`src/rtl/msr_pkg.sv`:
```
package msr_pkg;

  // Operation applied to the stage array on one system clock edge
  typedef enum logic [1:0] {
    OP_HOLD = 2'd0,
    OP_SHR  = 2'd1,
    OP_LOAD = 2'd2,
    OP_SHL  = 2'd3
  } msr_op_e;

endpackage

```
`src/rtl/msr_fall_det.sv`:
```
module msr_fall_det (
  input  logic clk,
  input  logic rst_n,
  input  logic strobe_i,
  output logic fall_o
);

  logic prev_q;
  logic prev_d;

  // Next-state: remember the strobe level seen on this edge
  always_comb begin
    prev_d = strobe_i;
  end

  // Reset to 0 so that no event is seen on the first edge after reset
  always_ff @(posedge clk or negedge rst_n) begin
    if (!rst_n) begin
      prev_q <= 1'b0;
    end else begin
      prev_q <= prev_d;
    end
  end

  assign fall_o = prev_q & ~strobe_i;

endmodule

```
`src/rtl/msr_op_sel.sv`:
```
module msr_op_sel
  import msr_pkg::*;
(
  input  logic    mode_i,
  input  logic    fall_r_i,
  input  logic    fall_p_i,
  input  logic    shift_left_i,
  output msr_op_e op_o
);

  // The mode picks both the data path and the strobe that is honoured
  always_comb begin
    op_o = OP_HOLD;
    if (!mode_i) begin
      if (fall_r_i) begin
        op_o = OP_SHR;
      end
    end else begin
      if (fall_p_i) begin
        op_o = shift_left_i ? OP_SHL : OP_LOAD;
      end
    end
  end

endmodule

```
`src/rtl/msr_stage_array.sv`:
```
module msr_stage_array
  import msr_pkg::*;
#(
  parameter int WIDTH = 4
) (
  input  logic             clk,
  input  logic             rst_n,
  input  msr_op_e          op_i,
  input  logic             ser_i,
  input  logic             left_ser_i,
  input  logic [WIDTH-1:0] par_i,
  output logic [WIDTH-1:0] q_o
);

  localparam int MSB = WIDTH - 1;

  logic [WIDTH-1:0] stage_q;
  logic [WIDTH-1:0] stage_d;
  logic             stage_en;

  assign stage_en = (op_i != OP_HOLD);

  for (genvar i = 0; i < WIDTH; i++) begin : g_stage
    logic from_below;
    logic from_above;

    if (i == 0) begin : g_low_end
      assign from_below = ser_i;
    end else begin : g_low_mid
      assign from_below = stage_q[i-1];
    end

    if (i == MSB) begin : g_high_end
      assign from_above = left_ser_i;
    end else begin : g_high_mid
      assign from_above = stage_q[i+1];
    end

    // Next-state for this stage
    always_comb begin
      unique case (op_i)
        OP_SHR:  stage_d[i] = from_below;
        OP_LOAD: stage_d[i] = par_i[i];
        OP_SHL:  stage_d[i] = from_above;
        default: stage_d[i] = stage_q[i];
      endcase
    end
  end

  always_ff @(posedge clk or negedge rst_n) begin
    if (!rst_n) begin
      stage_q <= '0;
    end else if (stage_en) begin
      stage_q <= stage_d;
    end
  end

  assign q_o = stage_q;

endmodule

```
`src/rtl/mode_shift_reg.sv`:
```
module mode_shift_reg
  import msr_pkg::*;
#(
  parameter int WIDTH = 4
) (
  input  logic             clk,
  input  logic             rst_n,
  input  logic             mode_i,
  input  logic             strobe_r_i,
  input  logic             strobe_p_i,
  input  logic             ser_i,
  input  logic             shift_left_i,
  input  logic             left_ser_i,
  input  logic [WIDTH-1:0] par_i,
  output logic [WIDTH-1:0] q_o
);

  logic    fall_r;
  logic    fall_p;
  msr_op_e op;

  msr_fall_det u_fall_r (
    .clk      (clk),
    .rst_n    (rst_n),
    .strobe_i (strobe_r_i),
    .fall_o   (fall_r)
  );

  msr_fall_det u_fall_p (
    .clk      (clk),
    .rst_n    (rst_n),
    .strobe_i (strobe_p_i),
    .fall_o   (fall_p)
  );

  msr_op_sel u_op_sel (
    .mode_i       (mode_i),
    .fall_r_i     (fall_r),
    .fall_p_i     (fall_p),
    .shift_left_i (shift_left_i),
    .op_o         (op)
  );

  msr_stage_array #(
    .WIDTH (WIDTH)
  ) u_stages (
    .clk        (clk),
    .rst_n      (rst_n),
    .op_i       (op),
    .ser_i      (ser_i),
    .left_ser_i (left_ser_i),
    .par_i      (par_i),
    .q_o        (q_o)
  );

endmodule

```
`config.mk`:
```
export PLATFORM = sky130hd
export DESIGN_NAME = mode_shift_reg
export DESIGN_NICKNAME = d
export VERILOG_FILES = /design/src/rtl/msr_pkg.sv /design/src/rtl/msr_fall_det.sv /design/src/rtl/msr_op_sel.sv /design/src/rtl/msr_stage_array.sv /design/src/rtl/mode_shift_reg.sv
export SDC_FILE = /design/constraint.sdc
export NUM_CORES = 1
export LEC_CHECK = 0
export ABC_CLOCK_PERIOD_IN_PS = 1200
export BUFFER_PORTS_ARGS = -buffer_cell sky130_fd_sc_hd__buf_2
export CAP_MARGIN = 0
export CORE_AREA = 2 2 39 41
export CTS_BUF_LIST = sky130_fd_sc_hd__clkbuf_8
export DETAILED_ROUTE_END_ITERATION = 12
export DIE_AREA = 0 0 41 43
export PLACE_DENSITY_LB_ADDON = 0.1
export SYNTH_ARGS = -nofsm -noshare
export SYNTH_HDL_FRONTEND = slang
export SYNTH_SLANG_ARGS = --single-unit
export TNS_END_PERCENT = 5
```
`constraint.sdc`:
```
create_clock -name clk -period 1.2 [get_ports clk]
set_input_delay 0.12 -clock clk [delete_from_list [all_inputs] [get_ports clk]]
set_output_delay 0.12 -clock clk [all_outputs]
set_load 0.01 [all_outputs]
```
After elaboration in Yosys (flattened, before gate mapping). Cells that the tools add are included.

Output and inout bits: 4. Register bits after elaboration: 6.

Equal/unequal tests: 3. Bitwise gates (word level): 4. Reduce and logical (&&, ||, !) cells: 3. Mux-type cells: 8.

Operators by type and width (number): 1-bit case mux with 3 select lines (4); 2-bit == test (second input constant) (2); 2-bit two-way mux (2); 3-bit nonzero test (1); 1-bit bitwise AND (2); 2-bit by 1-bit == test with 1-bit output (second input constant) (1); 1-bit two-way mux (2); 1-bit NOT (2); 2-bit AND reduction (1); 2-bit nonzero test (1).

Longest topological paths before layout. Gate-level depths: netlist of the first run.

Depth after elaboration: 7. Mapped depth: 4. Depth with buffers taken out: 3.

Modules after synthesis. From an unflattened synthesis of the first run, not the netlist that was laid out.

Cells, all modules: 15. Area, all modules: 304.0 µm².

Modules (own cells, without submodules): msr_stage_array (area an instance 205.2 µm², instances 1, seq. area each 100.1 µm², cells an instance 8); msr_fall_det (area an instance 38.8 µm², instances 2, seq. area each 25.0 µm², cells an instance 2); msr_op_sel (area an instance 21.3 µm², instances 1, seq. area each 0.0 µm², cells an instance 3).

Least setup slack after synthesis of the first run. OpenSTA, ideal clock, no wires.

Kind: register -> register. Start: register u_fall_r.prev_q. End: register u_stages.stage_q[0], in the netlist u_stages.q_o[0]. Library setup time: 123 ps. Path slack: 129 ps. Buffers on the path: 0. Arrival: 948 ps. Data required time: 1077 ps. Cell stages (with the launch flop): 3. Path through: dfrtp_1 -> or3b_4 -> o221a_2.

Cells in the longest elaborated chain, start to end: 6. Elaborated cells between the ends (all ways): 10. Those cells by class: eq/ne: 3; mux: 3; bitwise: 1; reduce/logical: 3.

Ends and longest elaborated chain: from (decl) (line msr_fall_det.sv:8) `logic prev_q;`; from (signal assigned) (line msr_fall_det.sv:21) `prev_q <= prev_d;`; 1-bit bitwise AND * (line msr_fall_det.sv:25) `assign fall_o = prev_q & ~strobe_i;`; 1-bit two-way mux * (line msr_op_sel.sv:15) `if (fall_r_i) begin`; 2-bit two-way mux * (line msr_op_sel.sv:14) `if (!mode_i) begin`; 2-bit by 1-bit == test with 1-bit output or 2-bit == test (tied branches) (line msr_stage_array.sv:41) `unique case (op_i)`; 3-bit nonzero test (no source line); 2-bit AND reduction (no source line); to (signal assigned) (line msr_stage_array.sv:54) `stage_q <= stage_d;`; to (decl) (line msr_stage_array.sv:17) `logic [WIDTH-1:0] stage_q;`.

Mark *: on every way between the ends. The rest lies on a longest branch, timed or not. A chain may end at the register's enable or synchronous reset.

Worst setup path in the final report of the first run.
Start: register u_fall_r.prev_q. End: register u_stages.stage_q[2], in the netlist u_stages.q_o[2].

The elaborated chain is that of the path after synthesis.

==> results of run 1 <==
-- cell type report --
| type | count | share of cell area |
|---|---|---|
| well taps | 16 | 0.0464 |
| clock buffers | 3 | 0.0957 |
| multi-input cells | 16 | 0.313 |
| repair buffers | 16 | 0.197 |
| flip-flops and latches | 6 | 0.348 |
-- per-layer routing --
metal / track usage / vias up
met4: 0.0200 / 0
met2: 0.125 / 12
li1: - / 123
met1: 0.101 / 110
met3: 0.0628 / 0
met5: 0 / -
-- worst max-delay path, cell delays in order, from the launching register on --
cell and delay [ns]:
dfrtp_1 0.30, or3b_4 0.40, o221a_2 0.28
-- state kept, by name (all words and copies together), names as in the netlist --
signal / count
u_stages.q_o: 4
u_fall_p.prev_q: 1
u_fall_r.prev_q: 1
-- synth_stat cells (all sizes together) --
| library cell | count | area share |
|---|---|---|
| nand2 | 5 | 0.073 |
| mux2i | 4 | 0.14 |
| o221a | 4 | 0.16 |
| clkbuf | 1 | 0.017 |
| nand3b | 1 | 0.026 |
| and3b | 1 | 0.034 |
| dfrtp | 6 | 0.52 |
| or3b | 1 | 0.039 |
-- repair_timing --
item                                    CTS  global route
buffers inserted                          0             0
endpoints found under the hold margin     6             0
endpoints found under the setup margin    0             0
hold buffers                              1             0
gates resized for setup                   0             0
-- where the power goes --
part	internal [mW]	switching [mW]
Combinational	0.0745	0.0559
Clock	0.215	0.0789
Sequential	0.236	0.0264
-- logic make-up (layout without fill, tap and decap cells) --
group                  Yosys count  after routing  share of synthesized area
muxes                            4              4                      0.138
AOI/OAI and AO/OA                4              4                      0.155
and+or+nand+nor                  8              8                      0.172
DFF                              6              6                      0.517
buffers and inverters            1             19                     0.0172
-- through the flow --
step	power [mW]	utilization	cell area, um^2	setup WS (ns)	cells
2_1_floorplan	0.333	-	290	0.129	23
3_3_place_gp	0.397	0.275	380	0.104	53
3_5_place_dp	0.396	0.275	380	0.109	53
4_1_cts	0.702	0.312	432	0.101	57
5_1_grt	0.727	0.312	432	0.0719	57
6_report	0.686	0.312	432	0.107	57
-- final timing paths --
check	slack, ns	endpoint
hold reg to reg	0.57	u_stages.q_o[0]
max in group asynchronous	0.81	u_fall_r.prev_q
setup / recovery	0.11	u_stages.q_o[2]
setup reg to reg	0.11	u_stages.q_o[2]
hold / removal	0.02	u_fall_p.prev_q
min in group asynchronous	0.25	u_stages.q_o[2]
==> summary.md, run 1 <==
| Metric | Value |
|---|---|
| GRT Total Usage | `0.0868` |
| Clock slew at reported path FFs | `0.03 ns` |
| Kind of critical path | `reg2reg` |
| Commonest non-fill, non-tap cell in the layout | `buf_2` |
| DRT Pass-1 Iters | `2` |
| P per Cell Area | `1590 nW/um^2` |
| Hold path depth | `1` |
| Crit path from | `u_fall_r.prev_q` |
| CP startpoint kind | `register` |
| Final setup fails | `0` |
| Mapped Nets | `35` |
| Top-Level Pins | `16` |
| Clock root buffer | `clkbuf_8` |
| Final Max Slew Viols | `0` |
| Slew headroom | `0.888` |
| Status | `finished, final reports clean` |
| Multi-input logic area | `135 um^2` |
| Routed Wire Length | `635 um` |
| Worst hold slack | `0.0245 ns` |
| Initial antenna violation count | `0` |
| Routed wl met3 | `76 um` |
| Worst-Skew Late Latency | `0.22 ns` |
| Min-delay worst type | `in2reg` |
| Critical path arrival | `1.19 ns` |
| Max Root-Sink Buffers | `2` |
| Port Buffer Count | `15` |
| Die X | `41 um` |
| Fillers | `150` |
| First-pass GRT wire length | `1010 um` |
| Flops & latches, synth | `6` |
| Mean post-synth cell area | `12.6 um^2` |
| Syn. warnings | `0` |
| Sequential area share after synthesis | `0.517` |
| Tmin final | `1.09 ns` |
| Tightest Pin Transition | `0.164 ns` |
| First-iteration detailed-routing DRC count | `10` |
| Die H | `43 um` |
| Layout overhead on the synthesized area | `48.7%` |
| Worst reg2reg startpoint | `u_fall_r.prev_q` |
| Clock sinks | `6` |
| Area of the die | `1760 um^2` |
| Max Cap Viol | `0` |
| CP Capture Type | `register` |
| Commonest cells after routing, fill and taps aside | `buf_2, dfrtp_1, mux2i_1, nand2_1, o221a_2` |
| Worst VDD drop | `0.807 mV` |
| Diodes inserted | `0` |
| DR DRC count | `0` |
| Hold path startpoint | `strobe_p_i` |
| Final setup TNS | `0 ns` |
| Vias in the first global route | `244` |
| Vias per Instance | `4.30` |
| Met2 wire len | `292 um` |
| CTS Buf Count | `3` |
| Pin count of the biggest net entering global routing | `7` |
| CTS tree | `yes` |
| Fmax | `915 MHz` |
| Nets | `55` |
| Avg WL per Cell | `11.1 um` |
| Post-Synthesis Cell Area | `290 um^2` |
| Vias | `245` |
| Number of hold violations in the final report | `0` |
| Starting Density | `0.210` |
| Antenna Nets Post-Route | `0` |
| Lkg Pwr | `0.207 nW` |
| Share of layout cells above drive strength 1 | `0.610` |
| H-tree Lvls | `1` |
| Syn Inst Count | `23` |
| Core area | `1380 um^2` |
| Unrepaired setup endpoints after global routing | `no` |
| CP max FO | `5` |
| Top sig layer | `met3` |
| Row Count | `14` |
| Netlist cell types | `9` |
| WP data required | `1.30 ns` |
| Area of all sequential standard cells | `150 um^2` |
| Worst Clk Skew | `0.0000740 ns` |
| M1 wire length | `266 um` |
| Total gr overflow | `0` |
| Final Cycle Share | `0.911` |
| Path depth of the worst reg2reg path | `2` |
| RePlAce Congestion | `0.743` |
(Power assumes the default switching activity.)
==> inputs of run 2 (changes only) <==
Settings changed: SETUP_SLACK_MARGIN set to 0.15.
==> run 2 against run 1 <==
Net effect:
- sequential share of layout area unchanged
- hold slack unchanged
- routed wire length unchanged
- sequential power about the same
- utilization unchanged
- non-clock buffer count unchanged
- first-iteration DRC count unchanged
- worst setup slack unchanged
- combinational power about the same
- fmax unchanged
- sequential cell count unchanged
- power unchanged
==> summary.md, run 2 (same netlist as run 1, synthesis figures left out) <==
| Metric | Value |
|---|---|
| Core area | `1380 um^2 (unchanged)` |
| Pin count of the biggest net entering global routing | `7 (unchanged)` |
| Min-delay worst type | `in2reg` |
| Clock root buffer | `clkbuf_8` |
| Final Max Slew Viols | `0 (unchanged)` |
| Worst Clk Skew | `0.0000740 ns (unchanged)` |
| Starting Density | `0.210 (unchanged)` |
| Vias | `245 (unchanged)` |
| Crit path from | `u_fall_r.prev_q` |
| DRT Pass-1 Iters | `2 (unchanged)` |
| Fmax | `915 MHz (unchanged)` |
| Avg WL per Cell | `11.1 um (unchanged)` |
| Number of hold violations in the final report | `0 (unchanged)` |
| Slew headroom | `0.888 (unchanged)` |
| Final setup fails | `0 (unchanged)` |
| Row Count | `14 (unchanged)` |
| CTS tree | `yes` |
| Tmin final | `1.09 ns (unchanged)` |
| Commonest non-fill, non-tap cell in the layout | `buf_2` |
| Unrepaired setup endpoints after global routing | `yes` |
| Total power | `686 uW (unchanged)` |
| Area of the die | `1760 um^2 (unchanged)` |
| Worst-Skew Late Latency | `0.22 ns (about the same)` |
| Clock slew at reported path FFs | `0.03 ns (about the same)` |
| Vias in the first global route | `246 (+0.82%)` |
| Post-cts resize count | `0 (unchanged)` |
| First-iteration detailed-routing DRC count | `10 (unchanged)` |
| P per Cell Area | `1590 nW/um^2 (unchanged)` |
| CP Capture Type | `register` |
| Lkg Pwr | `0.207 nW (unchanged)` |
| CP max FO | `5 (unchanged)` |
| Initial antenna violation count | `0 (unchanged)` |
| CTS Buf Count | `3 (unchanged)` |
| Tightest Pin Transition | `0.164 ns (unchanged)` |
| Commonest cells after routing, fill and taps aside | `buf_2, dfrtp_1, mux2i_1, nand2_1, o221a_2` |
| Status | `finished, final reports clean` |
| Top-Level Pins | `16 (unchanged)` |
| Max Root-Sink Buffers | `2 (unchanged)` |
| Vias per Instance | `4.30 (unchanged)` |
| CP startpoint kind | `register` |
| Kind of critical path | `reg2reg` |
| Routed Wire Length | `635 um (unchanged)` |
| Max Cap Viol | `0 (unchanged)` |
| Die H | `43 um (unchanged)` |
| Clock sinks | `6 (unchanged)` |
| Final Cycle Share | `0.911 (unchanged)` |
| Post CTS Setup Buffer Count | `0 (unchanged)` |
| Critical path arrival | `1.19 ns (about the same)` |
| Total gr overflow | `0 (unchanged)` |
| Port Buffer Count | `15 (unchanged)` |
| Final setup TNS | `0 ns (unchanged)` |
| GRT Total Usage | `0.0868 (unchanged)` |
| Layout overhead on the synthesized area | `48.7% (unchanged)` |
| WP data required | `1.30 ns (about the same)` |
| Worst reg2reg startpoint | `u_fall_r.prev_q` |
| Die X | `41 um (unchanged)` |
| RePlAce Congestion | `0.743 (about the same)` |
| Nets | `55 (unchanged)` |
| Diodes inserted | `0 (unchanged)` |
| H-tree Lvls | `1 (unchanged)` |
| Worst VDD drop | `0.807 mV (unchanged)` |
| DR DRC count | `0 (unchanged)` |
| Antenna Nets Post-Route | `0 (unchanged)` |
| Hold path startpoint | `strobe_p_i` |
| Worst hold slack | `0.0245 ns (unchanged)` |
| Share of layout cells above drive strength 1 | `0.610 (unchanged)` |
| First-pass GRT wire length | `1010 um (unchanged)` |
| Max FFs per register | `4 (unchanged)` |
==> run 2: cell counts in the layout (fill, tap and decap cells not counted) <==
Identical to the previous run, type by type.
==> run 2: worst paths after layout <==
check	slack, ns	cells past startpoint	end
max in group asynchronous	0.81	2	u_fall_r.prev_q
hold reg to reg	0.57	1	u_stages.q_o[0]
min in group asynchronous	0.25	2	u_stages.q_o[2]
setup / recovery	0.11	2	u_stages.q_o[2]
hold / removal	0.02	1	u_fall_p.prev_q
setup reg to reg	0.11	2	u_stages.q_o[2]
==> run 2: repair_timing <==
item	4_1_cts	5_1_grt
endpoints found under the hold margin	6	0
hold buffers	1	0
setup endpoints to repair	4	4
==> run 2: area by class of cell <==
class                           instances  area [um^2]
Tap cell                               16         20.0
Fill cell                             150          952
Timing Repair Buffer                   16         85.1
Clock buffer                            3         41.3
Multi-Input combinational cell         16          135
Sequential cell                         6          150
==> run 2: layer usage <==
metal	up-vias	GRT usage	wire, um
li1	123	-	-
met1	110	0.101	266
met2	12	0.125	292
met3	0	0.0628	76
met4	0	0.0200	0
met5	-	0	0
==> run 2: critical path: stages (launching register included) <==
cell,delay (ns)
dfrtp_1,0.30
or3b_4,0.40
o221a_2,0.28
==> run 2: where the power goes <==
part / internal, mW / switching (mW) / leakage (nW) / total [mW]
registers: 0.236 / 0.0264 / 0.0675 / 0.262
clock network: 0.215 / 0.0789 / 0.0216 / 0.294
logic: 0.0745 / 0.0559 / 0.118 / 0.130
==> run 2: metrics by stage <==
stage	util	instances	setup WS [ns]	cell area (um^2)
after floorplan	-	23	0.129	290
after global placement	0.275	53	0.104	380
after detailed placement	0.275	53	0.109	380
after CTS	0.312	57	0.101	432
after global routing	0.312	57	0.0719	432
final	0.312	57	0.107	432
